`src/rtl/gbn_pkg.sv`:
```
package gbn_pkg;

    typedef enum logic [1:0] {
        GK_NONE = 2'd0,
        GK_NEW  = 2'd1,
        GK_RETX = 2'd2
    } grant_kind_e;

endpackage

```
`src/rtl/gbn_tmr.sv`:
```
module gbn_tmr #(
    parameter int LEN = 64
) (
    input  logic clk,
    input  logic rst_n,
    input  logic run_i,
    input  logic clr_i,
    output logic exp_o
);
    localparam int W = $clog2(LEN + 1);
    localparam logic [W-1:0] LAST = W'(LEN - 1);

    logic [W-1:0] cnt_d, cnt_q;

    assign exp_o = run_i && !clr_i && (cnt_q == LAST);

    always_comb begin
        cnt_d = cnt_q;
        if (clr_i || exp_o) begin
            cnt_d = '0;
        end else if (run_i) begin
            cnt_d = cnt_q + 1'b1;
        end
    end

    always_ff @(posedge clk or negedge rst_n) begin
        if (!rst_n) cnt_q <= '0;
        else        cnt_q <= cnt_d;
    end

    // count never passes the expiry value
    a_r6_cnt_bound: assert property (@(posedge clk) disable iff (!rst_n)
        cnt_q <= LAST);

endmodule

```
`src/rtl/gbn_ack_window.sv`:
```
module gbn_ack_window #(
    parameter int SEQ_W = 3
) (
    input  logic [SEQ_W-1:0] base_i,
    input  logic [SEQ_W-1:0] nsend_i,
    input  logic [SEQ_W-1:0] nnew_i,
    input  logic [SEQ_W-1:0] num_i,
    output logic             accept_o,
    output logic             skip_o
);
    logic [SEQ_W-1:0] off_num, off_new, off_snd;

    always_comb begin
        off_num  = num_i - base_i;
        off_new  = nnew_i - base_i;
        off_snd  = nsend_i - base_i;
        accept_o = (off_num <= off_new);
        skip_o   = (off_snd < off_num);
    end

endmodule

```
`src/rtl/gbn_tx_ctrl.sv`:
```
module gbn_tx_ctrl
    import gbn_pkg::*;
#(
    parameter int SEQ_W    = 3,
    parameter int WIN      = 7,
    parameter int ACK_TMO  = 64,
    parameter int POLL_TMO = 32
) (
    input  logic             clk,
    input  logic             rst_n,
    input  logic             send_req_i,
    output logic             send_gnt_o,
    output logic [SEQ_W-1:0] send_seq_o,
    output logic             send_retx_o,
    input  logic             ack_vld_i,
    input  logic             ack_rej_i,
    input  logic [SEQ_W-1:0] ack_num_i,
    output logic             poll_cmd_o
);
    localparam logic [SEQ_W-1:0] WIN_V = SEQ_W'(WIN);

    typedef struct packed {
        logic [SEQ_W-1:0] base;
        logic [SEQ_W-1:0] nsend;
        logic [SEQ_W-1:0] nnew;
        logic             poll;
        logic             pulse;
    } st_t;

    st_t q, d;
    grant_kind_e kind;

    logic [SEQ_W-1:0] outstanding;
    logic in_rng, skip, ack_take;
    logic ack_run, ack_clr, ack_exp;
    logic poll_run, poll_clr, poll_exp;

    assign outstanding = q.nnew - q.base;

    gbn_ack_window #(.SEQ_W(SEQ_W)) u_win (
        .base_i  (q.base),
        .nsend_i (q.nsend),
        .nnew_i  (q.nnew),
        .num_i   (ack_num_i),
        .accept_o(in_rng),
        .skip_o  (skip)
    );

    assign ack_take = ack_vld_i && in_rng;

    assign ack_run  = (outstanding != '0) && !q.poll;
    assign ack_clr  = ack_take || !ack_run;
    assign poll_run = q.poll;
    assign poll_clr = !q.poll || ack_take;

    gbn_tmr #(.LEN(ACK_TMO)) u_ack_tmr (
        .clk  (clk),
        .rst_n(rst_n),
        .run_i(ack_run),
        .clr_i(ack_clr),
        .exp_o(ack_exp)
    );

    gbn_tmr #(.LEN(POLL_TMO)) u_poll_tmr (
        .clk  (clk),
        .rst_n(rst_n),
        .run_i(poll_run),
        .clr_i(poll_clr),
        .exp_o(poll_exp)
    );

    always_comb begin
        d       = q;
        d.pulse = ack_exp || poll_exp;
        kind    = GK_NONE;

        if (send_req_i && !ack_vld_i && !q.poll) begin
            if (q.nsend != q.nnew)      kind = GK_RETX;
            else if (outstanding < WIN_V) kind = GK_NEW;
        end

        case (kind)
            GK_RETX: d.nsend = q.nsend + 1'b1;
            GK_NEW: begin
                d.nsend = q.nsend + 1'b1;
                d.nnew  = q.nnew + 1'b1;
            end
            default: ;
        endcase

        if (ack_take) begin
            d.base = ack_num_i;
            if (ack_rej_i || q.poll || skip) d.nsend = ack_num_i;
            d.poll = 1'b0;
        end

        if (ack_exp) d.poll = 1'b1;
    end

    always_ff @(posedge clk or negedge rst_n) begin
        if (!rst_n) q <= '0;
        else        q <= d;
    end

    assign send_gnt_o  = (kind != GK_NONE);
    assign send_seq_o  = q.nsend;
    assign send_retx_o = (kind == GK_RETX);
    assign poll_cmd_o  = q.pulse;

    a_r2_window_limit: assert property (@(posedge clk) disable iff (!rst_n)
        (q.nnew - q.base) <= WIN_V);

    a_r8_hold_in_poll: assert property (@(posedge clk) disable iff (!rst_n)
        q.poll |-> !send_gnt_o);

    a_r10_ack_blocks_gnt: assert property (@(posedge clk) disable iff (!rst_n)
        ack_vld_i |-> !send_gnt_o);

    a_r6_poll_single: assert property (@(posedge clk) disable iff (!rst_n)
        poll_cmd_o |=> !poll_cmd_o);

    a_r4_retx_advance: assert property (@(posedge clk) disable iff (!rst_n)
        (send_gnt_o && send_retx_o) |=> (q.nsend == $past(send_seq_o) + 1'b1));

    a_r5_ignore_base: assert property (@(posedge clk) disable iff (!rst_n)
        (ack_vld_i && !in_rng) |=> (q.base == $past(q.base)));

endmodule

```
`config.mk`:
```
export PLATFORM = sky130hd
export DESIGN_NAME = gbn_tx_ctrl
export DESIGN_NICKNAME = d
export VERILOG_FILES = /design/src/rtl/gbn_pkg.sv /design/src/rtl/gbn_tmr.sv /design/src/rtl/gbn_ack_window.sv /design/src/rtl/gbn_tx_ctrl.sv
export SDC_FILE = /design/constraint.sdc
export NUM_CORES = 1
export LEC_CHECK = 0
export BUFFER_PORTS_ARGS = -buffer_cell sky130_fd_sc_hd__buf_4
export CORE_MARGIN = 2
export CORE_UTILIZATION = 53
export CTS_CLUSTER_SIZE = 24
export DETAILED_ROUTE_END_ITERATION = 12
export PLACE_DENSITY_LB_ADDON = 0.3
export RECOVER_POWER = 50
export SETUP_SLACK_MARGIN = 0.3
export SLEW_MARGIN = 20
export SYNTH_ARGS = -nofsm -noshare
export SYNTH_HDL_FRONTEND = slang
export SYNTH_SLANG_ARGS = --single-unit
```
`constraint.sdc`:
```
create_clock -name clk -period 2.9 [get_ports clk]
set_clock_uncertainty 0.1 [all_clocks]
set_input_delay 0.145 -clock clk [delete_from_list [all_inputs] [get_ports clk]]
set_output_delay 0.145 -clock clk [all_outputs]
set_load 0.05 [all_outputs]
```
======== Word level (Yosys, flattened, before mapping) ========
Index checks and enable logic that the tools add are counted.
operators by class
  equality and inequality tests ........... 5
  multiplexer cells ....................... 12
  magnitude comparators ................... 3
  reductions and logical operators ........ 26
  add/subtract/negate cells ............... 7
operators with widths
  operator             count
  $mux 7               2
  $mux 6               2
  $mux 3               3
  $sub 3x3->3          3
  $logic_and 1x1->1    8
  $reduce_bool 2->1    4
  $add 7x1->7 const B  1
  $eq 7x6->1 const B   1
  $logic_or 1x1->1     7
  $add 3x1->3 const B  2
  $add 6x1->6 const B  1
  $eq 6x5->1 const B   1
  $logic_not 1->1      5
  $mux 2               2
  $le 3x3->1           1
  $lt 3x3->1           1
  $lt 3x3->1 const B   1
  $mux 1               3
  $ne 3x3->1           1
  $reduce_bool 3->1    1
  $eq 2x1->1 const B   1
  $eq 2x2->1 const B   1
  $reduce_or 2->1      1
word-level totals
  bits in registers ....................... 24
  bits of input ports ..................... 8
  logic and storage cells ................. 60

======== Depth between registers and ports, before layout ========
Gate-level depths: netlist (run 1).
  depth after elaboration ................. 10
  depth in mapped cells ................... 11

======== Cells and area by module ========
Synthesis (run 1) repeated with hierarchy kept, for this count alone.
unflattened totals
  cells, all modules ...................... 162
  area, all modules ....................... 1694.1 µm²
modules (own cells, without submodules)
  module                 times used  sequential area each (µm²)  cells an instance  area an instance (µm²)
  gbn_tx_ctrl            1           275.3                       61                 711.9
  gbn_tmr at u_ack_tmr   1           175.2                       36                 369.1
  gbn_tmr at u_poll_tmr  1           150.1                       30                 316.6
  gbn_ack_window         1           0.0                         35                 296.5

======== Worst setup path before layout (run 1) ========
OpenSTA, ideal clock, no wires.
  path type ............................... reg-to-reg
  from .................................... reg q[8] (netlist name)
  to ...................................... reg q, in the netlist send_seq_o[2]
  slack ................................... 0.079 ns
  setup time .............................. 0.125 ns
  required time ........................... 2.675 ns
  stages on the path, launching flop included .. 11
  clock period less this slack ............ 2.821 ns
  data arrival time ....................... 2.596 ns
  path through ............................ dfrtp_1 -> ha_1 -> fa_1 -> xnor2_1 -> xor2_1 -> inv_1 -> ha_1 -> and3_1 -> o21ai_2 -> a22oi_1 -> mux2_2
RTL lines
  element                   line                source
  start: declaration        gbn_tx_ctrl.sv:30   st_t q, d;
  start signal: assignment  gbn_tx_ctrl.sv:101  if (!rst_n) q <= '0;
  start signal: assignment  gbn_tx_ctrl.sv:102  else q <= d;

==> impl_metrics.env, run 1 <==
export IMPL_status="finished, final reports clean"
export IMPL_finalMaxSlewViolations=0
export IMPL_rows=19
export IMPL_hold_viol=0
export IMPL_synthTopCellsByArea="dfrtp_1, ha_1, xnor2_1, xor2_1, fa_1"
export IMPL_grt_max_degree=25
export IMPL_start_kind="flip-flop"
export IMPL_ctsLongestPathBuffers=2
export IMPL_crit_chain="ha_2, fa_2, xnor2_2, xor2_1, inv_1, ha_4, and3_4, o21ai_4, a22oi_2, mux2_4"
export IMPL_fin_crit_ps=2727
export IMPL_yosysTopAreaCell="dfrtp_1"
export IMPL_critPathKind="flip-flop to flip-flop"
export IMPL_antenna_found_initial=0
export IMPL_ioPinCount=14
export IMPL_start_util=0.5576
export IMPL_syn_cell_area_sq_mm=0.001538
export IMPL_die_w_um=57.87
export IMPL_slowest_delay_ps=440
export IMPL_clk_latency_ps=330
export IMPL_synth_seq_cells=24
export IMPL_vias=1093
export IMPL_diodes=0
export IMPL_firstDrtPassIters=4
export IMPL_syn_to_final_growth_pct=27.50
export IMPL_netlist_area_leader_share=0.3906
export IMPL_via_per_inst=5.384
export IMPL_grt_pass1_wl_mm=4.885
export IMPL_clk_pin_slew_ps=140
export IMPL_track_usage=0.1930
export IMPL_arrival_ps=2860
export IMPL_cp_slowest_cell="dfrtp_1"
export IMPL_final_cell_area_sq_mm=0.001961
export IMPL_synth_distinct_cells=30
export IMPL_cts_tree="yes"
export IMPL_port_buffer_count=13
export IMPL_grt_pass1_vias=1126
export IMPL_yosysWarnings=0
export IMPL_wl_per_cell_um=14.25
export IMPL_fp_dieH_um=57.87
export IMPL_grt_overflow_total=0
export IMPL_fin_crit_sh=0.9404
export IMPL_wl_met3_um=82
export IMPL_instances_no_fill=203
export IMPL_tightest_slew_ps=1314
export IMPL_cts_root_buffer="clkbuf_4"
export IMPL_synth_nets=168
export IMPL_wl_met2_mm=1.577
export IMPL_cts_sinks=24
export IMPL_reg2reg_slack_ps=170
export IMPL_dp_cells=186
export IMPL_wl_met1_mm=1.152
export IMPL_synth_avg_cell_area_sq_um=10.83
export IMPL_highest_layer="met4"
export IMPL_drtAntennaViolNets=0
export IMPL_hold_class="input port to flip-flop"
export IMPL_end_kind="flip-flop"
export IMPL_tns_ps=0
export IMPL_routed_wl_mm=2.892
export IMPL_post_dp_cell_area_sq_mm=0.001703
export IMPL_final_cell_mix="dfrtp_1, buf_4, inv_1"
export IMPL_setup_violations=0
export IMPL_dp_hpwl_mm=2.017
export IMPL_maxCapViolCount=0
export IMPL_drt_iter0_markers=32
export IMPL_gp_congestion=0.7976
export IMPL_timing_fmax_ghz=0.3667
export IMPL_fin_nets=199
export IMPL_layout_drive_gt1_share=0.3547
export IMPL_synthCells=142
export IMPL_max_slew_margin=0.1240
export IMPL_yosysSeqAreaShare=0.3906
export IMPL_drc=0
export IMPL_path_max_fanout=4
export IMPL_cp_required_ps=3030
export IMPL_grt_setup_unrepaired="true"
export IMPL_layout_commonest_cell="dfrtp_1"
export IMPL_numCtsBuffers=3
export IMPL_cts_htree_levels=1
export IMPL_core_area_sq_mm=0.002758
export IMPL_die_area_sq_mm=0.003348
-- what timing repair did --
item	in CTS	in global routing
pin swaps	5	5
hold buffers	4	0
setup buffers	8	1
resized for setup	6	19
endpoints found under the hold margin	28	0
setup endpoints to repair	23	23
-- registers in the layout, summed over array words and instances, names as in the netlist --
signal and cells:
u_poll_tmr.cnt_q 6, send_seq_o 3, poll_cmd_o 1, poll_run 1
q 6, u_ack_tmr.cnt_q 7
-- per-stage QoR --
stage	util	setup slack, ps	hold slack [ps]
final	0.7110	172.9	48.89
after global routing	0.7110	26.43	38.18
after CTS	0.6878	185.6	41.94
after detailed placement	0.6175	37.00	-34.60
after global placement	0.6175	115.2	-40.53
after floorplan	-	186.3	-250.6
-- Yosys cell counts --
master and number:
a21oi_1 3, a22oi_1 1, a31oi_4 1, and3_1 2, buf_4 3, dfrtp_1 24
fa_1 3, ha_1 15, inv_1 16, mux2_2 4, mux2i_1 4, nand2_1 8
nand2b_1 2, nand3_1 7, nand3_4 1, nand4_1 1, nor2_1 11, nor2b_1 1
nor3_1 2, nor3_2 5, nor3b_1 1, nor3b_2 1, o21ai_0 2, o21ai_2 1
o311a_2 1, or2_2 1, or3b_1 1, xnor2_1 11, xor2_1 8, xor3_2 1
-- cell families after synthesis --
logic type | after synthesis | synth area share
simple gates | 44 | 0.1668
compound gates | 9 | 0.04801
mux | 8 | 0.05533
fa+ha+maj | 18 | 0.1611
buf+inv | 19 | 0.05370
flops | 24 | 0.3906
xor+xnor | 20 | 0.1245
-- layout make-up --
cell class	instances	area (sq um)
clock buffers	3	22.52
multi-input cells	99	974.7
fillers	200	797.0
flip-flops and latches	24	600.6
inverters	16	62.56
well taps	31	38.79
clock inverters	1	30.03
repair buffers	29	231.5
-- worst max-delay path, delay by kind of cell, from the launching register on --
kind,cells,cell delay [ps]
AO/OA/AOI/OAI,2,310
XOR/XNOR,2,350
adder cells (fa/ha/maj),3,820
buffers and inverters,1,100
flip-flops,1,440
multiplexers,1,310
AND/OR/NAND/NOR,1,190
-- per-layer routing --
metal  GRT usage  vias to the layer above
met5           0                        -
met4     0.09967                        0
met3     0.02902                       11
met2      0.3539                       22
met1      0.2141                      530
li1            -                      530
-- path summary, 6_finish.rpt --
kind | startpoint | cells past startpoint | endpoint
worst max register to register | q[8] | 10 | send_seq_o[2]
min in group asynchronous | rst_n | 2 | u_ack_tmr.cnt_q[2]
worst min register to register | u_poll_tmr.cnt_q[0] | 1 | u_poll_tmr.cnt_q[0]
max in group asynchronous | rst_n | 2 | send_seq_o[0]
worst max-delay path | q[8] | 10 | send_seq_o[2]
worst min-delay path | ack_num_i[1] | 3 | q[9]
Power of run 1 is not shown: default switching activity piles up to over one toggle a cycle in this logic, so the estimate is an artifact.
==> inputs of run 2 (changes only) <==
- CELL_PAD_IN_SITES_DETAIL_PLACEMENT: not set -> 0
- CELL_PAD_IN_SITES_GLOBAL_PLACEMENT: not set -> 1
- CORE_UTILIZATION: 53 -> 42
- SETUP_SLACK_MARGIN: 0.3 -> not set
- SYNTH_HIERARCHICAL: not set -> 1
==> run 2 against run 1 <==
Non-clock buffer count unchanged. Sequential cell count unchanged. Worst hold slack worse by 6.8 ps. Core utilization is 18 points lower. Area after synthesis increased by 10%. Clock-buffer cell count up 1. Worst setup slack worse by 150 ps. Synthesized cell count grew 14%. Largest cell class unchanged.
==> impl_metrics.env, run 2 <==
export IMPL_timing_fmax_ghz=0.3470
export IMPL_fp_dieH_um=67.51
export IMPL_synth_seq_cells=24
export IMPL_synthTopCellsByCount="dfrtp_1, inv_1, ha_1"
export IMPL_core_area_sq_mm=0.003943
export IMPL_min_from="ack_num_i[0]"
export IMPL_critPathKind="flip-flop to flip-flop"
export IMPL_netlist_area_leader_share=0.3545
export IMPL_firstDrtPassIters=4
export IMPL_tightest_slew_ps=1319
export IMPL_grt_setup_unrepaired="true"
export IMPL_reg2reg_to="u_ack_tmr/cnt_q[3]"
export IMPL_syn_cell_area_sq_mm=0.001694
export IMPL_ff2ff_path_depth=14
export IMPL_timing_rr_start="q[8]"
export IMPL_via_per_inst=5.000
export IMPL_path_max_fanout=9
export IMPL_cts_tree="yes"
export IMPL_drtAntennaViolNets=0
export IMPL_synth_nets=190
export IMPL_status="finished, final reports clean"
export IMPL_hold_end="q[8]"
export IMPL_rows=23
export IMPL_yosysWarnings=6
export IMPL_drc=0
export IMPL_ctsLongestPathBuffers=2
export IMPL_fin_nets=218
export IMPL_cp_slowest_cell="dfrtp_1"
export IMPL_clk_pin_slew_ps=80
export IMPL_hold_class="input port to flip-flop"
export IMPL_diodes=0
export IMPL_port_buffer_count=13
export IMPL_cts_sinks=24
export IMPL_antenna_found_initial=0
export IMPL_dp_hpwl_mm=2.585
export IMPL_hold_viol=0
export IMPL_whs_ps=42.05
export IMPL_cts_root_buffer="clkbuf_8"
export IMPL_crit_chain="ha_2, inv_2, fa_2, xnor2_2, xor2_2, ha_1, o21a_1, o21ai_2, nand2_2, nand2_4, buf_12, o2111ai_1, xor2_1, nor3_2"
export IMPL_syn_to_final_growth_pct=22.67
export IMPL_layout_drive_gt1_share=0.3175
export IMPL_arrival_ps=2960
export IMPL_synthCells=162
export IMPL_yosysTopAreaCell="dfrtp_1"
export IMPL_yosysSeqAreaShare=0.3545
export IMPL_register_area_sq_um=600.6
export IMPL_synth_main_ff_cell="dfrtp_1"
export IMPL_fin_crit_ps=2882
export IMPL_die_area_sq_mm=0.004558
export IMPL_max_slew_margin=0.1209
export IMPL_ioPinCount=14
export IMPL_fill_cells=366
export IMPL_largest_reg_flops=7
export IMPL_drt_iter0_markers=24
export IMPL_grt_overflow_total=0
export IMPL_regMostFlops="u_ack_tmr/cnt_q"
export IMPL_synth_avg_cell_area_sq_um=10.46
export IMPL_post_synth_top_count_cell="dfrtp_1"
export IMPL_fin_crit_sh=0.9937
export IMPL_cp_required_ps=2980
export IMPL_async_flop_share=1.000
export IMPL_wl_per_cell_um=13.83
export IMPL_reg2reg_slack_ps=20
export IMPL_cts_htree_levels=1
export IMPL_grt_pass1_vias=1226
export IMPL_gp_congestion=0.7869
export IMPL_end_kind="flip-flop"
export IMPL_grt_pass1_wl_mm=5.533
export IMPL_synthTopCellsByArea="dfrtp_1, ha_1, xor2_1, fa_1, xnor2_1"
export IMPL_finalMaxSlewViolations=0
export IMPL_final_cell_mix="buf_4, dfrtp_1, inv_1"
export IMPL_layout_commonest_cell="buf_4"
export IMPL_synth_edf_count=0
export IMPL_maxCapViolCount=0
export IMPL_start_util=0.4297
export IMPL_synth_distinct_cells=42
export IMPL_grt_max_degree=25
export IMPL_routed_wl_mm=3.305
export IMPL_start_kind="flip-flop"
export IMPL_die_w_um=67.51
export IMPL_hold_depth=2
export IMPL_track_usage=0.1649
export IMPL_multiInputGateArea_sq_mm=0.001069
export IMPL_slowest_delay_ps=390
export IMPL_top_regs="u_ack_tmr/cnt_q (7), q (6), u_poll_tmr/cnt_q (6)"
export IMPL_path_buf_inv=2
export IMPL_setup_violations=0
export IMPL_numCtsBuffers=3
export IMPL_crit_family="adder cells"
export IMPL_clk_latency_ps=260
export IMPL_vias=1195
==> run 2: final cells by class <==
cell class              instances  area share
repair buffers                 29      0.1084
well taps                      50     0.03010
multi-input cells             115      0.5141
inverters                      17     0.03191
clock buffers                   4     0.02649
flip-flops and latches         24      0.2890
==> run 2: through the flow <==
stage          instances  setup TNS [ps]  instance area, sq um  utilization  setup WS (ps)
2_1_floorplan        162               0                  1698            -          5.738
3_5_place_dp         228          -90.86                  1892       0.4798         -68.30
5_1_grt              239          -468.7                  2078       0.5271         -186.5
6_report             239               0                  2078       0.5271          18.30
4_1_cts              238          -38.43                  2012       0.5103         -38.43
3_3_place_gp         228               0                  1892       0.4798          27.11
==> run 2: worst reg2reg max path: cells and delay by family (launching register included) <==
family / cells / cell delay [ps]
adder cells (fa/ha/maj): 3 / 800
XOR/XNOR: 3 / 600
AO/OA/AOI/OAI: 3 / 400
flip-flops: 1 / 390
AND/OR/NAND/NOR: 3 / 370
buffers and inverters: 2 / 140
==> run 2: what timing repair did <==
action	in CTS	in global routing
endpoints found under the setup margin	3	13
setup buffers	5	4
pin swaps	2	11
hold buffers	1	0
hold endpoints to repair	24	0
gates resized for setup	5	13
==> run 2: cells by family (layout without fill, tap and decap cells) <==
| logic type | Yosys count | after routing | share of synthesized area |
|---|---|---|---|
| AOI/OAI and AO/OA | 20 | 20 | 0.09897 |
| xor gates and xnor gates | 21 | 21 | 0.1182 |
| adders and majority gates | 20 | 20 | 0.1654 |
| buffers and inverters | 23 | 50 | 0.06499 |
| DFF | 24 | 24 | 0.3545 |
| muxes | 6 | 6 | 0.03840 |
| and+or+nand+nor | 48 | 48 | 0.1595 |
==> run 2: worst max-delay path by stage <==
| stage | startpoint | to | slack, ps | depth (start not counted) |
|---|---|---|---|---|
| 2_1_floorplan | q[2] | u_ack_tmr/cnt_q[5] | 6 | 14 |
| 3_3_place_gp | q[8] | u_ack_tmr/cnt_q[5] | 30 | 13 |
| 3_5_place_dp | q[8] | u_ack_tmr/cnt_q[5] | -70 | 13 |
| 4_1_cts | q[8] | u_ack_tmr/cnt_q[5] | -40 | 13 |
| 5_1_grt | q[8] | u_ack_tmr/cnt_q[3] | -190 | 14 |
| 6_report | q[8] | u_ack_tmr/cnt_q[3] | 20 | 14 |
==> run 2: layer usage <==
metal | GRT usage | wire (um)
met1 | 0.1992 | 1485
met2 | 0.3015 | 1758
met3 | 0.02000 | 37
met4 | 0.05357 | 23
met5 | 0 | 0
Power of run 2 is left out for the same reason.
==> inputs of run 3 (changes only) <==
- ABC_AREA: not set -> 1
- CORE_UTILIZATION: 42 -> 39
==> run 3 against run 2 <==
Final cell count increased by 55%. Synthesized cell count is 71% higher. Sequential cell count is the same. Worst hold slack worse by 29 ps. Clock-buffer cell count unchanged. Via count up 36%. Global-route usage shrank 1.4 points. Critical path depth up 6. Die area grew 21%.
==> impl_metrics.env, run 3 <==
export IMPL_status="finished, final reports clean"
export IMPL_place_ws_ps=14.48
export IMPL_yosysTopAreaCell="dfrtp_1"
export IMPL_p_per_area_mw_per_mm2=1093
export IMPL_diodes=0
export IMPL_syn_cell_area_sq_mm=0.001928
export IMPL_dp_hpwl_mm=3.041
export IMPL_leakagePower_nw=1.262
export IMPL_drt_iter0_markers=37
export IMPL_vias=1621
export IMPL_worst_slack_ps=186.0
export IMPL_wl_per_cell_um=10.14
export IMPL_synth_edf_count=0
export IMPL_timing_fmax_ghz=0.3685
export IMPL_grt_overflow_total=0
export IMPL_max_slew_margin=0.1361
export IMPL_post_synth_top_count_cell="nand2_1"
export IMPL_use_met1=0.2066
export IMPL_firstDrtPassIters=4
export IMPL_synth_seq_cells=24
export IMPL_rows=25
export IMPL_die_w_um=74.31
export IMPL_ioPinCount=14
export IMPL_start_util=0.4055
export IMPL_via_per_inst=4.381
export IMPL_numCtsBuffers=3
export IMPL_netlist_area_leader_share=0.3115
export IMPL_post_dp_cell_area_sq_mm=0.002140
export IMPL_async_flop_share=1.000
export IMPL_gp_congestion=0.7907
export IMPL_setup_violations=0
export IMPL_synth_nets=305
export IMPL_cp_required_ps=3000
export IMPL_fp_dieH_um=74.31
export IMPL_grt_max_degree=25
export IMPL_yosysSeqAreaShare=0.3115
export IMPL_use_met3=0.02846
export IMPL_regMostFlops="u_ack_tmr/cnt_q"
export IMPL_ctsLongestPathBuffers=2
export IMPL_end_kind="flip-flop"
export IMPL_fill_cells=496
export IMPL_top_regs="u_ack_tmr/cnt_q (7), q (6), u_poll_tmr/cnt_q (6)"
export IMPL_hold_viol=0
export IMPL_arrival_ps=2820
export IMPL_final_cell_mix="nand2_1, inv_1, dfrtp_1"
export IMPL_fin_nets=332
export IMPL_grt_pass1_vias=1434
export IMPL_port_buffer_count=13
export IMPL_tightest_slew_ps=1296
export IMPL_critPathKind="flip-flop to flip-flop"
export IMPL_synthTopCellsByCount="nand2_1, inv_1, dfrtp_1"
export IMPL_drtAntennaViolNets=0
export IMPL_hold_class="input port to flip-flop"
export IMPL_final_cell_area_sq_mm=0.002273
export IMPL_yosysWarnings=6
export IMPL_layout_commonest_cell="nand2_1"
export IMPL_synthTopCellsByArea="dfrtp_1, nand2_1, inv_1, ha_1, nand3_1"
export IMPL_core_area_sq_mm=0.004755
export IMPL_synth_main_ff_cell="dfrtp_1"
export IMPL_antenna_found_initial=0
export IMPL_syn_to_final_growth_pct=17.91
export IMPL_fin_crit_ps=2714
export IMPL_grt_setup_unrepaired="true"
export IMPL_layout_drive_gt1_share=0.1815
export IMPL_grt_util_met2=0.2540
export IMPL_grt_most_used_layer="met2"
export IMPL_cts_sinks=24
export IMPL_largest_reg_flops=7
export IMPL_maxCapViolCount=0
export IMPL_synthCells=277
export IMPL_start_kind="flip-flop"
export IMPL_synth_avg_cell_area_sq_um=6.961
export IMPL_cts_tree="yes"
export IMPL_synth_distinct_cells=24
export IMPL_cts_root_buffer="clkbuf_8"
export IMPL_drc=0
export IMPL_routed_wl_mm=3.750
export IMPL_cts_htree_levels=1
export IMPL_clk_pin_slew_ps=80
export IMPL_die_area_sq_mm=0.005522
export IMPL_track_usage=0.1505
export IMPL_grt_pass1_wl_mm=6.348
export IMPL_clk_latency_ps=260
export IMPL_ir_drop_mv=0.5467
export IMPL_finalMaxSlewViolations=0
export IMPL_fin_crit_sh=0.9359
export IMPL_path_max_fanout=6
-- run 3: cell type report --
| class | count | area (sq um) | area share |
|---|---|---|---|
| inverter | 59 | 221.5 | 0.09741 |
| sequential | 24 | 600.6 | 0.2642 |
| clock buffer | 4 | 55.05 | 0.02422 |
| multi-input combinational | 191 | 1124 | 0.4942 |
| tap | 67 | 83.83 | 0.03687 |
| timing repair buffer | 25 | 188.9 | 0.08310 |
-- run 3: repair_timing --
action,CTS,global route
resized for setup,1,8
pin swaps,0,5
endpoints found under the hold margin,25,0
hold buffers,2,0
buffers inserted,0,3
setup endpoints to repair,1,17
-- run 3: critical path: stages (launching register included) --
cell,delay [ps]
dfrtp_1,420
ha_2,180
inv_1,40
fa_2,330
inv_1,60
nand2_1,60
nand2_1,70
nand2_1,40
nand2_1,70
inv_1,60
ha_4,270
nand2_1,50
o21ai_1,110
nand2_1,70
nand2_2,100
nand3_4,110
nor2_4,200
buf_4,140
buf_4,90
nand2_1,40
nand2_1,60
-- run 3: kinds of logic after synthesis --
group           share of synthesized area
simple gates                       0.3452
compound gates                    0.04413
flops                              0.3115
fa+ha+maj                          0.1454
xor+xnor                          0.02725
buf+inv                            0.1265
-- run 3: metrics by stage --
step	TNS (ps)	power [W]	hold slack, ps	instances	utilization
final	0	0.002484	13.05	370	0.4782
after global placement	0	0.002124	-28.95	361	0.4500
after detailed placement	0	0.002140	-34.85	361	0.4500
after CTS	0	0.002392	12.78	367	0.4668
after floorplan	0	0.001757	-250.6	277	-
after global routing	-45.22	0.002784	31.08	370	0.4782
-- run 3: final timing paths --
check	from	end	slack, ps	depth (start not counted)
max in group asynchronous	rst_n	u_ack_tmr/cnt_q[4]	1340	2
max	q[8]	u_ack_tmr/cnt_q[1]	190	20
max reg2reg	q[8]	u_ack_tmr/cnt_q[1]	190	20
min in group asynchronous	rst_n	q[4]	600	2
min reg2reg	u_poll_tmr/cnt_q[1]	u_poll_tmr/cnt_q[1]	430	2
min	ack_num_i[0]	send_seq_o[0]	10	3
-- run 3: routing by layer --
metal | wire length [um] | share of wire
met5 | 0 | 0
met4 | 19 | 0.0051
met3 | 70 | 0.019
met2 | 1791 | 0.48
met1 | 1869 | 0.50
-- run 3: report_power, final --
group | internal [W] | total (W) | switching (W)
combinational | 0.000706 | 0.00174 | 0.00103
clock | 0.000121 | 0.000221 | 0.000100
sequential | 0.000418 | 0.000522 | 0.000104
Power figures use the tool's default switching activity.
